$ cat src/rtl/tmr_pkg.sv
package tmr_pkg;
   typedef enum logic {
      TMR_ONE_SHOT = 1'b0,
      TMR_PERIODIC = 1'b1
   } tmr_mode_e;

   localparam int unsigned TMR_MIN_DATA_W = 2;
endpackage

$ cat src/rtl/tmr_bus_port.sv
module tmr_bus_port #(
   parameter int unsigned DATA_W = 32
) (
   input  logic              clk,
   input  logic              rst,
   input  logic              cyc,
   input  logic              stb,
   input  logic              we,
   input  logic [DATA_W-1:0] snap,
   output logic              wr_en,
   output logic              ack,
   output logic [DATA_W-1:0] rdata
);
   logic access;

   assign access = cyc && stb;
   assign wr_en  = access && we;

   always_ff @(posedge clk) begin
      if (rst) begin
         ack   <= 1'b0;
         rdata <= '0;
      end else begin
         ack <= access;
         if (access)
            rdata <= snap;
      end
   end
endmodule

$ cat src/rtl/tmr_reload_reg.sv
module tmr_reload_reg
   import tmr_pkg::*;
#(
   parameter int unsigned CNT_W = 31
) (
   input  logic             clk,
   input  logic             rst,
   input  logic             wr_en,
   input  logic             wr_mode,
   input  logic [CNT_W-1:0] wr_val,
   output tmr_mode_e        mode_q,
   output logic [CNT_W-1:0] reload_q
);
   always_ff @(posedge clk) begin
      if (rst) begin
         mode_q   <= TMR_ONE_SHOT;
         reload_q <= '0;
      end else if (wr_en) begin
         mode_q   <= tmr_mode_e'(wr_mode);
         reload_q <= wr_val;
      end
   end
endmodule

$ cat src/rtl/tmr_down_counter.sv
module tmr_down_counter #(
   parameter int unsigned CNT_W = 31
) (
   input  logic             clk,
   input  logic             rst,
   input  logic             load,
   input  logic [CNT_W-1:0] load_val,
   input  logic             run_en,
   input  logic             periodic,
   input  logic [CNT_W-1:0] reload_val,
   output logic [CNT_W-1:0] cnt_q,
   output logic             expire_q
);
   localparam logic [CNT_W-1:0] ONE = CNT_W'(1);

   logic active;
   logic at_one;

   assign active = run_en && (cnt_q != '0);
   assign at_one = (cnt_q == ONE);

   always_ff @(posedge clk) begin
      if (rst) begin
         cnt_q    <= '0;
         expire_q <= 1'b0;
      end else begin
         expire_q <= 1'b0;
         if (load) begin
            cnt_q <= load_val;
         end else if (active) begin
            if (at_one) begin
               expire_q <= 1'b1;
               cnt_q    <= periodic ? reload_val : '0;
            end else begin
               cnt_q <= cnt_q - ONE;
            end
         end
      end
   end
endmodule

$ cat src/rtl/interval_timer.sv
module interval_timer
   import tmr_pkg::*;
#(
   parameter int unsigned DATA_W = 32
) (
   input  logic              clk,
   input  logic              rst,
   input  logic              run_en,
   input  logic              wb_cyc,
   input  logic              wb_stb,
   input  logic              wb_we,
   input  logic [DATA_W-1:0] wb_wdata,
   output logic              wb_ack,
   output logic              wb_stall,
   output logic [DATA_W-1:0] wb_rdata,
   output logic              expire
);
   localparam int unsigned CNT_W    = DATA_W - 1;
   localparam int unsigned MODE_BIT = DATA_W - 1;

   generate
      if (DATA_W < TMR_MIN_DATA_W) begin : g_bad_width
         $error("interval_timer: DATA_W must be at least 2");
      end
   endgenerate

   logic             wr_en;
   tmr_mode_e        mode_q;
   logic [CNT_W-1:0] reload_q;
   logic [CNT_W-1:0] cnt_q;
   logic [DATA_W-1:0] snap;

   assign snap     = {mode_q == TMR_PERIODIC, cnt_q};
   assign wb_stall = 1'b0;

   tmr_bus_port #(.DATA_W(DATA_W)) u_port (
      .clk   (clk),
      .rst   (rst),
      .cyc   (wb_cyc),
      .stb   (wb_stb),
      .we    (wb_we),
      .snap  (snap),
      .wr_en (wr_en),
      .ack   (wb_ack),
      .rdata (wb_rdata)
   );

   tmr_reload_reg #(.CNT_W(CNT_W)) u_reload (
      .clk      (clk),
      .rst      (rst),
      .wr_en    (wr_en),
      .wr_mode  (wb_wdata[MODE_BIT]),
      .wr_val   (wb_wdata[CNT_W-1:0]),
      .mode_q   (mode_q),
      .reload_q (reload_q)
   );

   tmr_down_counter #(.CNT_W(CNT_W)) u_count (
      .clk        (clk),
      .rst        (rst),
      .load       (wr_en),
      .load_val   (wb_wdata[CNT_W-1:0]),
      .run_en     (run_en),
      .periodic   (mode_q == TMR_PERIODIC),
      .reload_val (reload_q),
      .cnt_q      (cnt_q),
      .expire_q   (expire)
   );
endmodule

$ cat config.mk
export PLATFORM = sky130hd
export DESIGN_NAME = interval_timer
export DESIGN_NICKNAME = d
export VERILOG_FILES = /design/src/rtl/tmr_pkg.sv /design/src/rtl/tmr_bus_port.sv /design/src/rtl/tmr_reload_reg.sv /design/src/rtl/tmr_down_counter.sv /design/src/rtl/interval_timer.sv
export SDC_FILE = /design/constraint.sdc
export NUM_CORES = 1
export LEC_CHECK = 0
export ABC_AREA = 0
export BUFFER_PORTS_ARGS = -buffer_cell sky130_fd_sc_hd__buf_2
export CAP_MARGIN = 25
export CORE_MARGIN = 2
export CORE_UTILIZATION = 25
export CTS_CLUSTER_SIZE = 20
export DETAILED_ROUTE_END_ITERATION = 16
export GPL_ROUTABILITY_DRIVEN = 0
export SYNTH_ARGS = -nofsm -noshare
export SYNTH_HDL_FRONTEND = slang
export SYNTH_SLANG_ARGS = --single-unit
export TNS_END_PERCENT = 10
$ cat constraint.sdc
create_clock -name clk -period 3.2 [get_ports clk]
set_input_delay 0.48 -clock clk [delete_from_list [all_inputs] [get_ports clk]]
set_output_delay 0.48 -clock clk [all_outputs]
set_load 0.005 [all_outputs]
* Yosys cells after proc, flatten, opt, wreduce, memory -nomap -nowiden
Cells that the tools add are included.
** Word-level totals
- Register bits :: 97
- Bits of input ports :: 38
- Output and inout bits :: 35
- Word-level logic and storage cells :: 20
** Cells by class
- $add $sub $neg :: 1
- Equality and inequality tests :: 1
- Mux-type cells :: 5
- Bitwise gates (word level) :: 1
- Reduce and logical (&&, ||, !) cells :: 6
** Operators by type and width (number)
- two-way mux 31 bit :: 4
- equality test 31 x 1 -> 1 bit (second input constant) :: 1
- nonzero test 31 bit :: 1
- subtractor 31 x 1 -> 31 bit (second input constant) :: 1
- logical AND 1 bit :: 3
- OR reduction 3 bit :: 1
- nonzero test 2 bit :: 1
- two-way mux 1 bit :: 1
- NOT 1 bit :: 1

* Depth between registers and ports, before layout
- Depth after elaboration :: 4
- Depth in mapped cells :: 9
- Depth with buffers taken out :: 8

* By module
A second synthesis with hierarchy kept.
** Second synthesis, totals
- Cells, all modules :: 601
- Area, all modules :: 5223.8 sq um
** Modules (own cells, without submodules)
- tmr_down_counter :: instances 1, cells each 346, area an instance 2585.0 sq um, sequential area each 640.6 sq um
- tmr_bus_port :: instances 1, cells each 150, area an instance 1463.9 sq um, sequential area each 660.6 sq um
- tmr_reload_reg :: instances 1, cells each 103, area an instance 1163.6 sq um, sequential area each 640.6 sq um
- interval_timer :: instances 1, cells each 2, area an instance 11.3 sq um, sequential area each 0.0 sq um

* Worst setup path after synthesis
OpenSTA, ideal clock, no wires.
- Path kind :: flip-flop to flip-flop
- Start :: register u_count.cnt_q[0]
- End :: register u_count.cnt_q[20]
- Setup time :: 0.131 ns
- Arrival time :: 1.955 ns
- Required time :: 3.069 ns
- Setup slack :: 1.114 ns
- Cell stages (with the launch flop) :: 10
- Buffers on the path :: 1
- Clock period less this slack :: 2.086 ns
- Cell sequence :: dfxtp_1 -> inv_1 -> ha_1 -> nor2b_1 -> nand3_1 -> o31a_1 -> clkbuf_1 -> and3_1 -> o21ai_0 -> o32ai_1
** On the way
- Word-level cells in the longest chain between the ends :: 4
- Elaborated cells on any way between the ends :: 8
- Classes of those cells :: add/sub (1); eq/ne (1); mux (3); reduce/logical (3)
** RTL lines
- from (decl) :: line tmr_down_counter.sv:11 : output logic [CNT_W-1:0] cnt_q,
- from (signal assigned) :: line tmr_down_counter.sv:29 : cnt_q <= load_val;
- from (signal assigned) :: line tmr_down_counter.sv:33 : cnt_q <= periodic ? reload_val : '0;
- from (signal assigned) :: line tmr_down_counter.sv:35 : cnt_q <= cnt_q - ONE;
- subtractor 31 x 1 -> 31 bit / equality test 31 x 1 -> 1 bit (equally long branches) :: line tmr_down_counter.sv:35, tmr_down_counter.sv:20
- two-way mux 31 bit :: line tmr_down_counter.sv:31 : if (at_one) begin
- two-way mux 31 bit :: line tmr_down_counter.sv:30 : end else if (active) begin
- two-way mux 31 bit :: line tmr_down_counter.sv:28 : if (load) begin
Parallel ways exist; a longest one is shown, timed or not. The select of a mux whose other input is x is not followed.
A chain may end at the register's enable or synchronous reset.

* Worst setup path in the final report
- Start :: register u_count.cnt_q[0]
- End :: register u_count.cnt_q[4]
The elaborated chain is that of the path after synthesis.

==> impl_metrics.py <==
metrics = {
    "cts": {
        "holdBufCountCts": 0,
        "cts_buffers": 9,
        "insertion_delay_ns": 0.36,
        "cts_setup_buffers": 0,
        "path_clk_slew_ns": 0.07,
        "clock-root-buffer": "clkbuf_16",
        "cts_resized": 0,
        "cts_max_path_buffers": 2,
        "ctsHtreeMaxLevel": 3,
        "cts_tree": "yes",
        "cts.sinks": 97,
    },
    "floorplan": {
        "core_um2": 18100,
        "die_h_um": 141,
        "die_w_um": 141,
        "rows": 49,
        "die_area_um2": 19800,
        "io_pins": 73,
        "start_util_pct": 25.7,
    },
    "power_and_ir_drop": {
        "pwr_density_cell_nw_per_um2": 573,
        "pwr-share-comb_pct": 21.6,
        "peakVddDrop_v": 0.000285,
        "power.leakage_nw": 2.03,
        "clock_power_share_pct": 34.9,
        "power_switching_mw": 1.01,
        "intPower_mw": 2.16,
        "p_seq_share_pct": 43.5,
        "p_sw_share_pct": 31.9,
    },
    "synth": {
        "synth_seq_cells": 97,
        "synth.top_cells.by_count": "nand2_1, dfxtp_1, a21oi_1",
        "yosys.area.top_type": "dfxtp_1",
        "syn_area_um2": 4670,
        "syn_nets": 652,
        "synthCells": 612,
        "synthArstFlopShare_pct": 0,
        "synth_cell_type_count": 60,
        "synth_top_area_share_pct": 41.6,
        "ys_seq_area_share_pct": 41.6,
        "synth_area_per_cell_um2": 7.63,
        "yosysMostFrequentCell": "nand2_1",
        "synth_flop_cell": "dfxtp_1",
        "ys_warn_count": 0,
        "synth_edf_count": 0,
        "synth_area_leaders": "dfxtp_1, nand2_1, a21oi_1",
    },
    "detailed_routing": {
        "via_count": 4634,
        "antenna_left": 0,
        "drt-initial-drc-count": 483,
        "drc": 0,
        "wirelength_mm": 14.9,
        "firstDrtPassIters": 5,
        "viasPerCell": 5.17,
        "drt-wirelength-per-cell_um": 16.6,
    },
    "global_routing": {
        "grt_remaining_overflow": 0,
        "use_met2_pct": 22.5,
        "grt_pass1_wl_mm": 24.2,
        "grt_use_total_pct": 15.3,
        "grt_util_met3_pct": 3.94,
        "grt_most_used_layer": "met2",
        "antenna_found_initial": 0,
        "grt_max_degree": 69,
        "met1_usage_pct": 21.7,
        "grt_pass1_vias": 4450,
    },
    "setup_path": {
        "crit_start": "u_count.cnt_q[0]$_SDFFE_PP0P_",
        "critPathKind": "register to register",
        "worst-path-max-fanout": 9,
        "arrival_ns": 2.85,
        "crit_path_start_kind": "register",
        "cp-end-kind": "register",
        "rr_startpoint": "u_count.cnt_q[0]$_SDFFE_PP0P_",
        "crit_required_ns": 3.42,
    },
    "place": {
        "place_hpwl_mm": 10.6,
        "port_buffers": 71,
        "place_area_um2": 5240,
    },
    "timing": {
        "post-route-min-period_ns": 2.63,
        "slew_headroom_pct": 50.8,
        "max_freq_mhz": 381,
        "rsz0062_at_grt": "no",
        "finalMaxSlewViolations": 0,
        "setup_viol": 0,
        "finClkSkew_ns": 0.0105,
        "timing.final.crit_share_pct": 82.1,
        "tns_ns": 0,
        "tightest_slew_ns": 0.732,
        "hold_viol": 0,
    },
    "finish": {
        "diodes": 0,
        "finalInstanceArea_um2": 5540,
        "area_delta_synth_final_pct": 18.7,
        "nets": 702,
        "drive_above_1_share_pct": 17.7,
    },
    "run": {
        "maxCapViolations": 0,
    },
    "hold_path": {
        "min-delay-start": "wb_wdata[31]",
        "hold_path_class": "primary input to register",
    },
    "status": {
        "outcome": "complete, no violations",
    },
}
-- registers in the layout, indices dropped and copies added, names as in the netlist --
name,flops
u_reload.mode_q,1
u_port.ack,1
u_reload.reload_q,31
u_count.expire_q,1
u_count.cnt_q,31
u_port.rdata,32
-- power groups by stage --
stage | sequential, mW | clock, mW | combinational, mW
floorplan | 1.38 | 0 | 0.507
global placement | 1.41 | 0 | 0.682
detailed placement | 1.41 | 0 | 0.682
CTS | 1.38 | 1.13 | 0.685
global route | 1.39 | 1.17 | 0.765
finish | 1.38 | 1.11 | 0.687
-- metrics by stage --
stage | hold WS [ns] | instances | setup WS [ns] | util (%) | total power, mW
after floorplan | 0.432 | 612 | 1.11 | - | 1.88
after global placement | 0.439 | 880 | 0.691 | 28.9 | 2.09
after detailed placement | 0.444 | 880 | 0.628 | 28.9 | 2.09
after CTS | 0.346 | 896 | 0.606 | 30.5 | 3.20
after global routing | 0.357 | 896 | 0.358 | 30.5 | 3.33
final | 0.357 | 896 | 0.572 | 30.5 | 3.18
-- final cells by class --
class	instances	area [um^2]
Tap cell	229	287
Sequential cell	97	1940
Clock buffer	12	246
Fill cell	1991	12600
Multi-Input combinational cell	462	2510
Timing Repair Buffer	86	480
Inverter	6	22.5
Clock inverter	4	52.6
-- cell usage in the layout, fill, tap and decap left out, types with 3 or more instances in the layout --
cell        instances
nand2_1           147
o31ai_1             5
nor2_1             44
o211ai_1           10
dfxtp_1            97
a32o_1              3
a31oi_1             8
o41ai_1             3
buf_2              71
nor3_2              3
inv_1               6
clkbuf_16           9
nand3_1            21
buf_4              14
a211oi_1            6
clkinvlp_4          3
a21oi_1            81
o21ai_1             4
a21boi_0            3
o21ai_0            31
nor2b_1             3
nor3_1             12
nand4_1             5
or3_1               6
nor4_4              3
and3_1             10
a311oi_1           13
-- critical path, cell delays in order (launching register included) --
cell,delay [ns]
dfxtp_1,0.38
inv_1,0.12
ha_1,0.26
nor2b_1,0.28
nand3_1,0.24
o31ai_4,0.47
buf_4,0.25
nand2_1,0.20
o22ai_1,0.21
nor3_1,0.07
-- worst paths after layout --
check	to	slack, ns	cells after the start
hold / removal	u_reload.mode_q$_SDFFE_PP0P_	0.36	3
hold reg to reg	u_port.rdata[21]$_SDFFE_PP0P_	0.45	2
setup reg to reg	u_count.cnt_q[4]$_SDFFE_PP0P_	0.57	9
setup / recovery	u_count.cnt_q[4]$_SDFFE_PP0P_	0.57	9
-- routing by layer --
metal  up-vias  wire length (um)
li1       2272                 -
met3        18              1040
met2       163              6410
met4         0               240
met5         -                 0
met1      2181              7190
-- cells by family after synthesis --
| family | count (synthesis) | synth area share (%) |
|---|---|---|
| AOI/OAI and AO/OA | 183 | 24.4 |
| muxes | 1 | 0.241 |
| buffers and inverters | 53 | 4.72 |
| DFF | 97 | 41.6 |
| other | 1 | 0.0803 |
| xor gates and xnor gates | 3 | 0.563 |
| and+or+nand+nor | 272 | 27.9 |
| adders and majority gates | 2 | 0.536 |
Note: power is estimated with default switching activity, not from simulation.
